`src/rtl/outbuf_seq_tracker.sv`:
```
module outbuf_seq_tracker #(
  parameter int NBUF      = 32,
  parameter int IDX_W     = 6,
  parameter int FCNT_W    = 6,
  parameter int ARM_TH    = 2,
  parameter int DISARM_TH = 1
) (
  input  logic                       clk,
  input  logic                       rst_n,
  input  logic                       sw_reset,
  input  logic                       stop,
  input  logic                       enq_valid,
  input  logic [IDX_W-1:0]           enq_idx,
  input  logic                       deq_valid,
  input  logic [IDX_W-1:0]           deq_idx,
  input  logic                       arm_addr,
  input  logic                       frame_end,
  input  logic [FCNT_W-1:0]          prev_cnt,
  input  logic [FCNT_W-1:0]          pres_cnt,
  output logic [NBUF-1:0]            buf_mask,
  output logic [$clog2(NBUF+1)-1:0]  buf_count,
  output logic                       irq_en,
  output logic                       irq_level,
  output logic                       ovf_irq_en,
  output logic                       done_pulse,
  output logic [FCNT_W-1:0]          done_idx,
  output logic                       done_err
);
  localparam int CNT_W = $clog2(NBUF+1);
  localparam logic [IDX_W:0]   IDX_LIM = (IDX_W+1)'(NBUF);
  localparam logic [CNT_W-1:0] ON_TH   = CNT_W'(ARM_TH);
  localparam logic [CNT_W-1:0] OFF_TH  = CNT_W'(DISARM_TH);

  function automatic logic [CNT_W-1:0] popc(input logic [NBUF-1:0] v);
    logic [CNT_W-1:0] s;
    s = '0;
    for (int i = 0; i < NBUF; i++) s = s + CNT_W'(v[i]);
    return s;
  endfunction

  wire enq_ok  = enq_valid && ({1'b0, enq_idx} < IDX_LIM);
  wire deq_ok  = deq_valid && ({1'b0, deq_idx} < IDX_LIM);
  wire enq_any = enq_ok || arm_addr;
  wire clr     = sw_reset || stop;

  wire [NBUF-1:0] enq_bit = enq_ok   ? (NBUF'(1) << enq_idx) : '0;
  wire [NBUF-1:0] deq_bit = deq_ok   ? (NBUF'(1) << deq_idx) : '0;
  wire [NBUF-1:0] arm_bit = arm_addr ? NBUF'(1) : '0;

  wire [NBUF-1:0]  mask_nx = (buf_mask & ~deq_bit) | enq_bit | arm_bit;
  wire [CNT_W-1:0] cnt_nx  = popc(mask_nx);

  wire [FCNT_W-1:0] fsel = (prev_cnt != '0) ? prev_cnt : pres_cnt;

  always_ff @(posedge clk or negedge rst_n) begin
    if (!rst_n) begin
      buf_mask   <= '0;
      buf_count  <= '0;
      irq_en     <= 1'b0;
      irq_level  <= 1'b0;
      ovf_irq_en <= 1'b1;
    end else if (clr) begin
      buf_mask   <= '0;
      buf_count  <= '0;
      irq_en     <= 1'b0;
    end else begin
      buf_mask  <= mask_nx;
      buf_count <= cnt_nx;
      if (enq_any && cnt_nx >= ON_TH) begin
        irq_en     <= 1'b1;
        irq_level  <= 1'b1;
        ovf_irq_en <= 1'b0;
      end else if (deq_ok && cnt_nx <= OFF_TH) begin
        irq_en <= 1'b0;
      end
    end
  end

  always_ff @(posedge clk or negedge rst_n) begin
    if (!rst_n) begin
      done_pulse <= 1'b0;
      done_err   <= 1'b0;
      done_idx   <= '0;
    end else begin
      done_pulse <= frame_end;
      done_err   <= frame_end && (fsel == '0);
      done_idx   <= (frame_end && fsel != '0) ? fsel - FCNT_W'(1) : '0;
    end
  end
endmodule

```
`config.mk`:
```
export PLATFORM = sky130hd
export DESIGN_NAME = outbuf_seq_tracker
export DESIGN_NICKNAME = d
export VERILOG_FILES = /design/src/rtl/outbuf_seq_tracker.sv
export SDC_FILE = /design/constraint.sdc
export NUM_CORES = 1
export LEC_CHECK = 0
export ABC_CLOCK_PERIOD_IN_PS = 11400
export BUFFER_PORTS_ARGS = -buffer_cell sky130_fd_sc_hd__clkbuf_2
export CORE_UTILIZATION = 57
export CTS_CLUSTER_DIAMETER = 40
export DETAILED_ROUTE_END_ITERATION = 16
export PLACE_DENSITY = 0.9
export SETUP_SLACK_MARGIN = 0.5
export SYNTH_ARGS = -nofsm -noshare
export SYNTH_HDL_FRONTEND = slang
export SYNTH_SLANG_ARGS = --single-unit
```
`constraint.sdc`:
```
create_clock -name clk -period 11.4 [get_ports clk]
set_clock_uncertainty 0.05 [all_clocks]
set_input_delay 1.71 -clock clk [delete_from_list [all_inputs] [get_ports clk]]
set_output_delay 1.71 -clock clk [all_outputs]
set_load 0.01 [all_outputs]
```
# Word-level counts from Yosys, hierarchy flattened
# Cells that the tools add are included.
[word_totals] regBits=49 input_bits=32 out_inout_bits=49 elab_cells=74
[op_classes] n_addsub=32 n_lt_le_gt_ge=4 shifts=2 mux=10 n_bitwise=5 n_reduce_logical=13
[op_table] cell="adder 6 x 1 -> 6 bit" count=26
[op_table] cell="two-way mux 32 bit" count=3
[op_table] cell="<< shifter 1 x 6 -> 32 bit, first input constant" count=2
[op_table] cell="bitwise AND 32 bit" count=1
[op_table] cell="NOT 32 bit" count=1
[op_table] cell="OR 32 x 1 -> 32 bit" count=1
[op_table] cell="OR 32 bit" count=1
[op_table] cell="two-way mux 6 bit" count=3
[op_table] cell="less-than comparator 6 bit, second input constant" count=2
[op_table] cell="nonzero test 6 bit" count=2
[op_table] cell="adder 5 x 1 -> 6 bit" count=1
[op_table] cell=">= comparator 6 x 2 -> 1 bit, second input constant" count=1
[op_table] cell="less-or-equal comparator 6 x 1 -> 1 bit, second input constant" count=1
[op_table] cell="logical AND 1 bit" count=6
[op_table] cell="logical NOT 6 bit" count=1
[op_table] cell="subtractor 6 x 1 -> 6 bit, second input constant" count=1
[op_table] cell="adder 4 x 1 -> 5 bit" count=1
[op_table] cell="adder 3 x 1 -> 4 bit" count=1
[op_table] cell="two-way mux 1 bit" count=4
[op_table] cell="adder 2 x 1 -> 3 bit" count=1
[op_table] cell="nonzero test 3 bit" count=1
[op_table] cell="adder 1 x 1 -> 2 bit" count=1
[op_table] cell="logical OR 1 bit" count=2
[op_table] cell="AND reduction 2 bit" count=1
[op_table] cell="NOT 1 bit" count=1

# Logic depth before layout (Yosys ltp)
[depth] depth_word=43 depth_mapped=20 ltp_nobuf=19

# Worst setup path after synthesis
# Ideal clock, no wire load.
[synth_path] path_type="input port to flip-flop" start="input port deq_idx[4]" end="register irq_en" setup_time_ns=0.140 arrival_ns=7.226 required_time_ns=11.210 path_slack_ns=3.984 stages=19 n_path_buf=1 path_cell_list="nor2_1 -> buf_2 -> nand2_1 -> o31ai_1 -> nand2_1 -> fa_1 -> fa_1 -> fa_1 -> fa_1 -> inv_1 -> fa_1 -> inv_1 -> fa_1 -> ha_1 -> fa_1 -> xor2_1 -> or3_1 -> a2111oi_0 -> a211oi_1"
[synth_between] elab_chain_len=42 word_cells_on_any_way=46 cone_classes="31 x add/sub; 3 x order compare; 1 x shift; 3 x mux; 4 x bitwise; 4 x reduce/logical"
[synth_rtl] element="start, declared" line_no="15" source="input logic [IDX_W-1:0] deq_idx,"
[synth_rtl] element="less-than comparator 6 bit" line_no="42" source="wire deq_ok = deq_valid && ({1'b0, deq_idx} < IDX_LIM);"
[synth_rtl] element="logical AND 1 bit" line_no="42"
[synth_rtl] element="two-way mux 32 bit" line_no="47" source="wire [NBUF-1:0] deq_bit = deq_ok ? (NBUF'(1) << deq_idx) : '0;"
[synth_rtl] element="NOT 32 bit" line_no="50" source="wire [NBUF-1:0] mask_nx = (buf_mask & ~deq_bit) | enq_bit | arm_bit;"
[synth_rtl] element="bitwise AND 32 bit" line_no="50"
[synth_rtl] element="OR 32 bit" line_no="50"
[synth_rtl] element="OR 32 x 1 -> 32 bit" line_no="50"
[synth_rtl] element="adder 1 x 1 -> 2 bit" line_no="37" source="for (int i = 0; i < NBUF; i++) s = s + CNT_W'(v[i]);"
[synth_rtl] element="adder 2 x 1 -> 3 bit" line_no="37"
[synth_rtl] element="adder 3 x 1 -> 4 bit" line_no="37"
[synth_rtl] element="adder 4 x 1 -> 5 bit" line_no="37"
[synth_rtl] element="adder 5 x 1 -> 6 bit" line_no="37"
[synth_rtl] element="adder 6 x 1 -> 6 bit (26 in a row)" line_no="37"
[synth_rtl] element=">= comparator 6 x 2 -> 1 bit" line_no="69" source="if (enq_any && cnt_nx >= ON_TH) begin"
[synth_rtl] element="logical AND 1 bit" line_no="69"
[synth_rtl] element="two-way mux 1 bit" line_no="69"
[synth_rtl] element="two-way mux 1 bit" line_no="62" source="end else if (clr) begin"
[synth_rtl] element="end signal, assigned" line_no="65" source="irq_en <= 1'b0;"
[synth_rtl] element="end signal, assigned" line_no="70" source="irq_en <= 1'b1;"
[synth_rtl] element="end signal, assigned" line_no="74" source="irq_en <= 1'b0;"
[synth_rtl] element="end, declared" line_no="22" source="output logic irq_en,"
# Parallel ways exist; a longest one is shown, timed or not.
# A chain may end at the register's enable or synchronous reset.

# Worst setup path after layout
# Same ends and word-level chain as after synthesis.

==> metrics.yaml <==
status:
  outcome: "finished, final reports clean"
final_layout:
  multi_input_area_sq_um: 1760
  seq_area_sq_um: 1230
  final_cell_area_sq_um: 3680
  nFillCells: 389
  final_cells: 462
  drive_gt1_share_pct: 24.5
  diodes: 0
  final_nets: 456
  syn_to_final_growth_pct: 17.8
clocking:
  cts_tree: "done"
  root_buffer: "clkbuf_8"
  cts_max_path_buffers: 2
  numCtsBuffers: 5
  hold_buffers: 0
  clkLatencyLatePin_ns: 0.30
  clkTransAtPathRegs_ns: 0.08
  htree_levels: 2
  cts_resized: 0
  cts_sinks: 49
  cts_setup_buffers: 0
pwr:
  power.density_nw_per_um2: 99.7
  ir_worst_vdd_mv: 0.0514
  p_leak_nw: 1.84
die:
  die_h_um: 76.0
  dieArea_sq_um: 5780
  die_w_um: 76.0
  ios: 81
  rows: 26
  coreArea_sq_um: 5200
  initial_utilization_pct: 60.0
synth:
  synthArstFlopShare_pct: 100
  avgSynthCellArea_sq_um: 9.86
  synth_edf_count: 0
  synthesis.nets: 382
  ys.flop_type: "dfrtp_1"
  yosys_warnings: 0
  ys_seq_area_share_pct: 39.3
  synthDistinctLibCells: 50
  ys_seq_elements: 49
  syn_inst: 317
  syn_area_sq_um: 3120
sta:
  clock.fmax_mhz: 125
  hold_viol_final: 0
  finalSetupTns_ns: 0
  worst_slew_pin_slew_ns: 0.990
  slew_violations: 0
  setup_viol: 0
  min_period_over_period_pct: 70.3
  postLayoutSetupSlackWorst_ns: 3.39
  period_needed_ns: 8.01
  rsz0062_at_grt: "false"
  relSlewSlack_pct: 33.8
  holdWs_ns: 0.414
setup_path:
  arrival_ns: 8.14
  endpoint_kind: "flip-flop"
  max_stage_delay_ns: 0.62
  cp.required_ns: 11.52
  path_class: "in2reg"
  critical_path.most_common_cell: "fa_1"
  cp_top_family: "adder cells"
  crit_path_max_fanout: 14
  path_cells: "clkbuf_2 > nor2_1 > nand2_1 > o31ai_1 > nand2_1 > fa_1 > fa_1 > fa_1 > fa_1 > inv_1 > fa_1 > inv_1 > fa_1 > ha_1 > fa_1 > xor2_1 > or3_1 > a2111oi_0 > a211oi_1"
  cp_slowest_cell: "nor2_1"
  cp_num_buf_inv: 3
  cp-start-kind: "input pin"
min_path:
  hp-class: "reg2reg"
drt:
  first_pass_iters: 5
  viasPerCell: 5.98
  wirelength_um: 7820
  wl_per_cell_um: 16.9
  via_count: 2763
  route.detailed.drc: 0
  ant_nets: 0
  initialDrtViolationCount: 429
global_routing:
  first_global_vias: 2767
  grt_max_degree: 50
  grt_pass1_wl_um: 13100
  track_usage_pct: 29.0
  overflow: 0
  antenna_found_initial: 0
place:
  place_ws_ns: 3.21
  port_buffers: 80
  place_congestion: 1.03
  dp_cells: 454
  dp_hpwl_um: 6060
  dpl-instance-area_sq_um: 3560
run:
  cap_violations: 0
[cell families after synthesis]
| logic type | after synthesis | share of synthesized area [%] |
|---|---|---|
| DFF | 49 | 39.3 |
| buffers and inverters | 36 | 4.41 |
| AOI/OAI and AO/OA | 65 | 14.8 |
| adders and majority gates | 33 | 19.0 |
| and+or+nand+nor | 130 | 21.4 |
| xor gates and xnor gates | 4 | 1.12 |
[power by group]
group	internal, W	switching, W	leakage (nW)	total (W)
Combinational	0.0000211	0.0000378	1.11	0.0000589
Clock	0.0000715	0.0000564	0.0585	0.000128
Sequential	0.000178	0.00000208	0.667	0.000180
Total	0.000271	0.0000963	1.84	0.000367
[state kept, by name, summed over array words and instances (netlist names)]
register	count
buf_count	6
done_err	1
buf_mask	32
irq_en	1
ovf_irq_en	1
done_idx	6
done_pulse	1
irq_level	1
[metrics by stage]
step,utilization (%),power (W)
floorplan,-,0.000216
global placement,68.5,0.000239
detailed placement,68.5,0.000242
CTS,70.7,0.000369
global route,70.7,0.000383
finish,70.7,0.000367
[cells in the mapped netlist, types with 2 or more instances]
cell type	instances	share of area, %
and3b_1	2	0.56
nand2b_1	4	0.80
fa_1	24	15
a22oi_1	14	3.4
xnor2_1	3	0.84
nor2b_1	5	1.0
a31oi_1	2	0.40
ha_1	9	3.6
nand2_1	23	2.8
buf_2	2	0.32
nand3_1	28	4.5
clkbuf_1	12	1.4
a22o_1	10	2.8
and3_1	2	0.40
a21o_1	2	0.48
o21ai_1	6	0.96
nor2_1	30	3.6
dfrtp_1	48	38
o41ai_1	2	0.56
o21a_1	2	0.48
inv_1	22	2.6
nor3_1	7	1.1
a211oi_1	3	0.72
and2_1	16	3.2
a21oi_1	13	2.1
or3_1	2	0.40
[cell type report]
| cell class | instances | area share, % |
|---|---|---|
| sequential | 49 | 33.3 |
| clock inverter | 1 | 0.816 |
| multi-input combinational | 232 | 47.8 |
| tap | 70 | 2.38 |
| inverter | 22 | 2.24 |
| clock buffer | 7 | 2.35 |
| timing repair buffer | 81 | 11.1 |
[placed cells by master (no fill, tap or decap), drive strengths merged, types with 2 or more instances in the layout]
cell / n
clkbuf: 87
dfrtp: 48
nor2: 30
nand3: 28
fa: 24
nand2: 23
inv: 22
and2: 16
a22oi: 14
a21oi: 13
a22o: 10
ha: 9
nor3: 8
o21ai: 8
nor2b: 5
nand2b: 4
a211oi: 3
xnor2: 3
and3: 2
and3b: 2
o41ai: 2
a31oi: 2
o21a: 2
a21o: 2
or3: 2
nor4: 2
or2: 2
o211ai: 2
[final timing paths]
path                                   startpoint                     end  slack (ns)  cells after the start
max                                    deq_idx[4]      irq_en$_DFFE_PN0P_        3.39                     19
min                        ovf_irq_en$_DFFE_PN1P_  ovf_irq_en$_DFFE_PN1P_        0.41                      1
max reg2reg                 buf_mask[0]$_DFF_PN0_      irq_en$_DFFE_PN0P_        5.38                     16
min reg2reg                ovf_irq_en$_DFFE_PN1P_  ovf_irq_en$_DFFE_PN1P_        0.41                      1
max in group asynchronous                   rst_n   done_idx[1]$_DFF_PN0_        9.44                      2
min in group asynchronous                   rst_n   buf_mask[3]$_DFF_PN0_        1.45                      2
[routing by layer]
metal  up-vias  wire length (um)  track usage (%)  part of all wire [%]
li1       1252                 -                -                     -
met4         0               339             13.1                   4.3
met1      1318              2960             36.4                    38
met5         -                 0                0                     0
met3        37               686             7.54                   8.8
met2       156              3830             47.4                    49
Note: power is estimated with default switching activity, not from simulation.
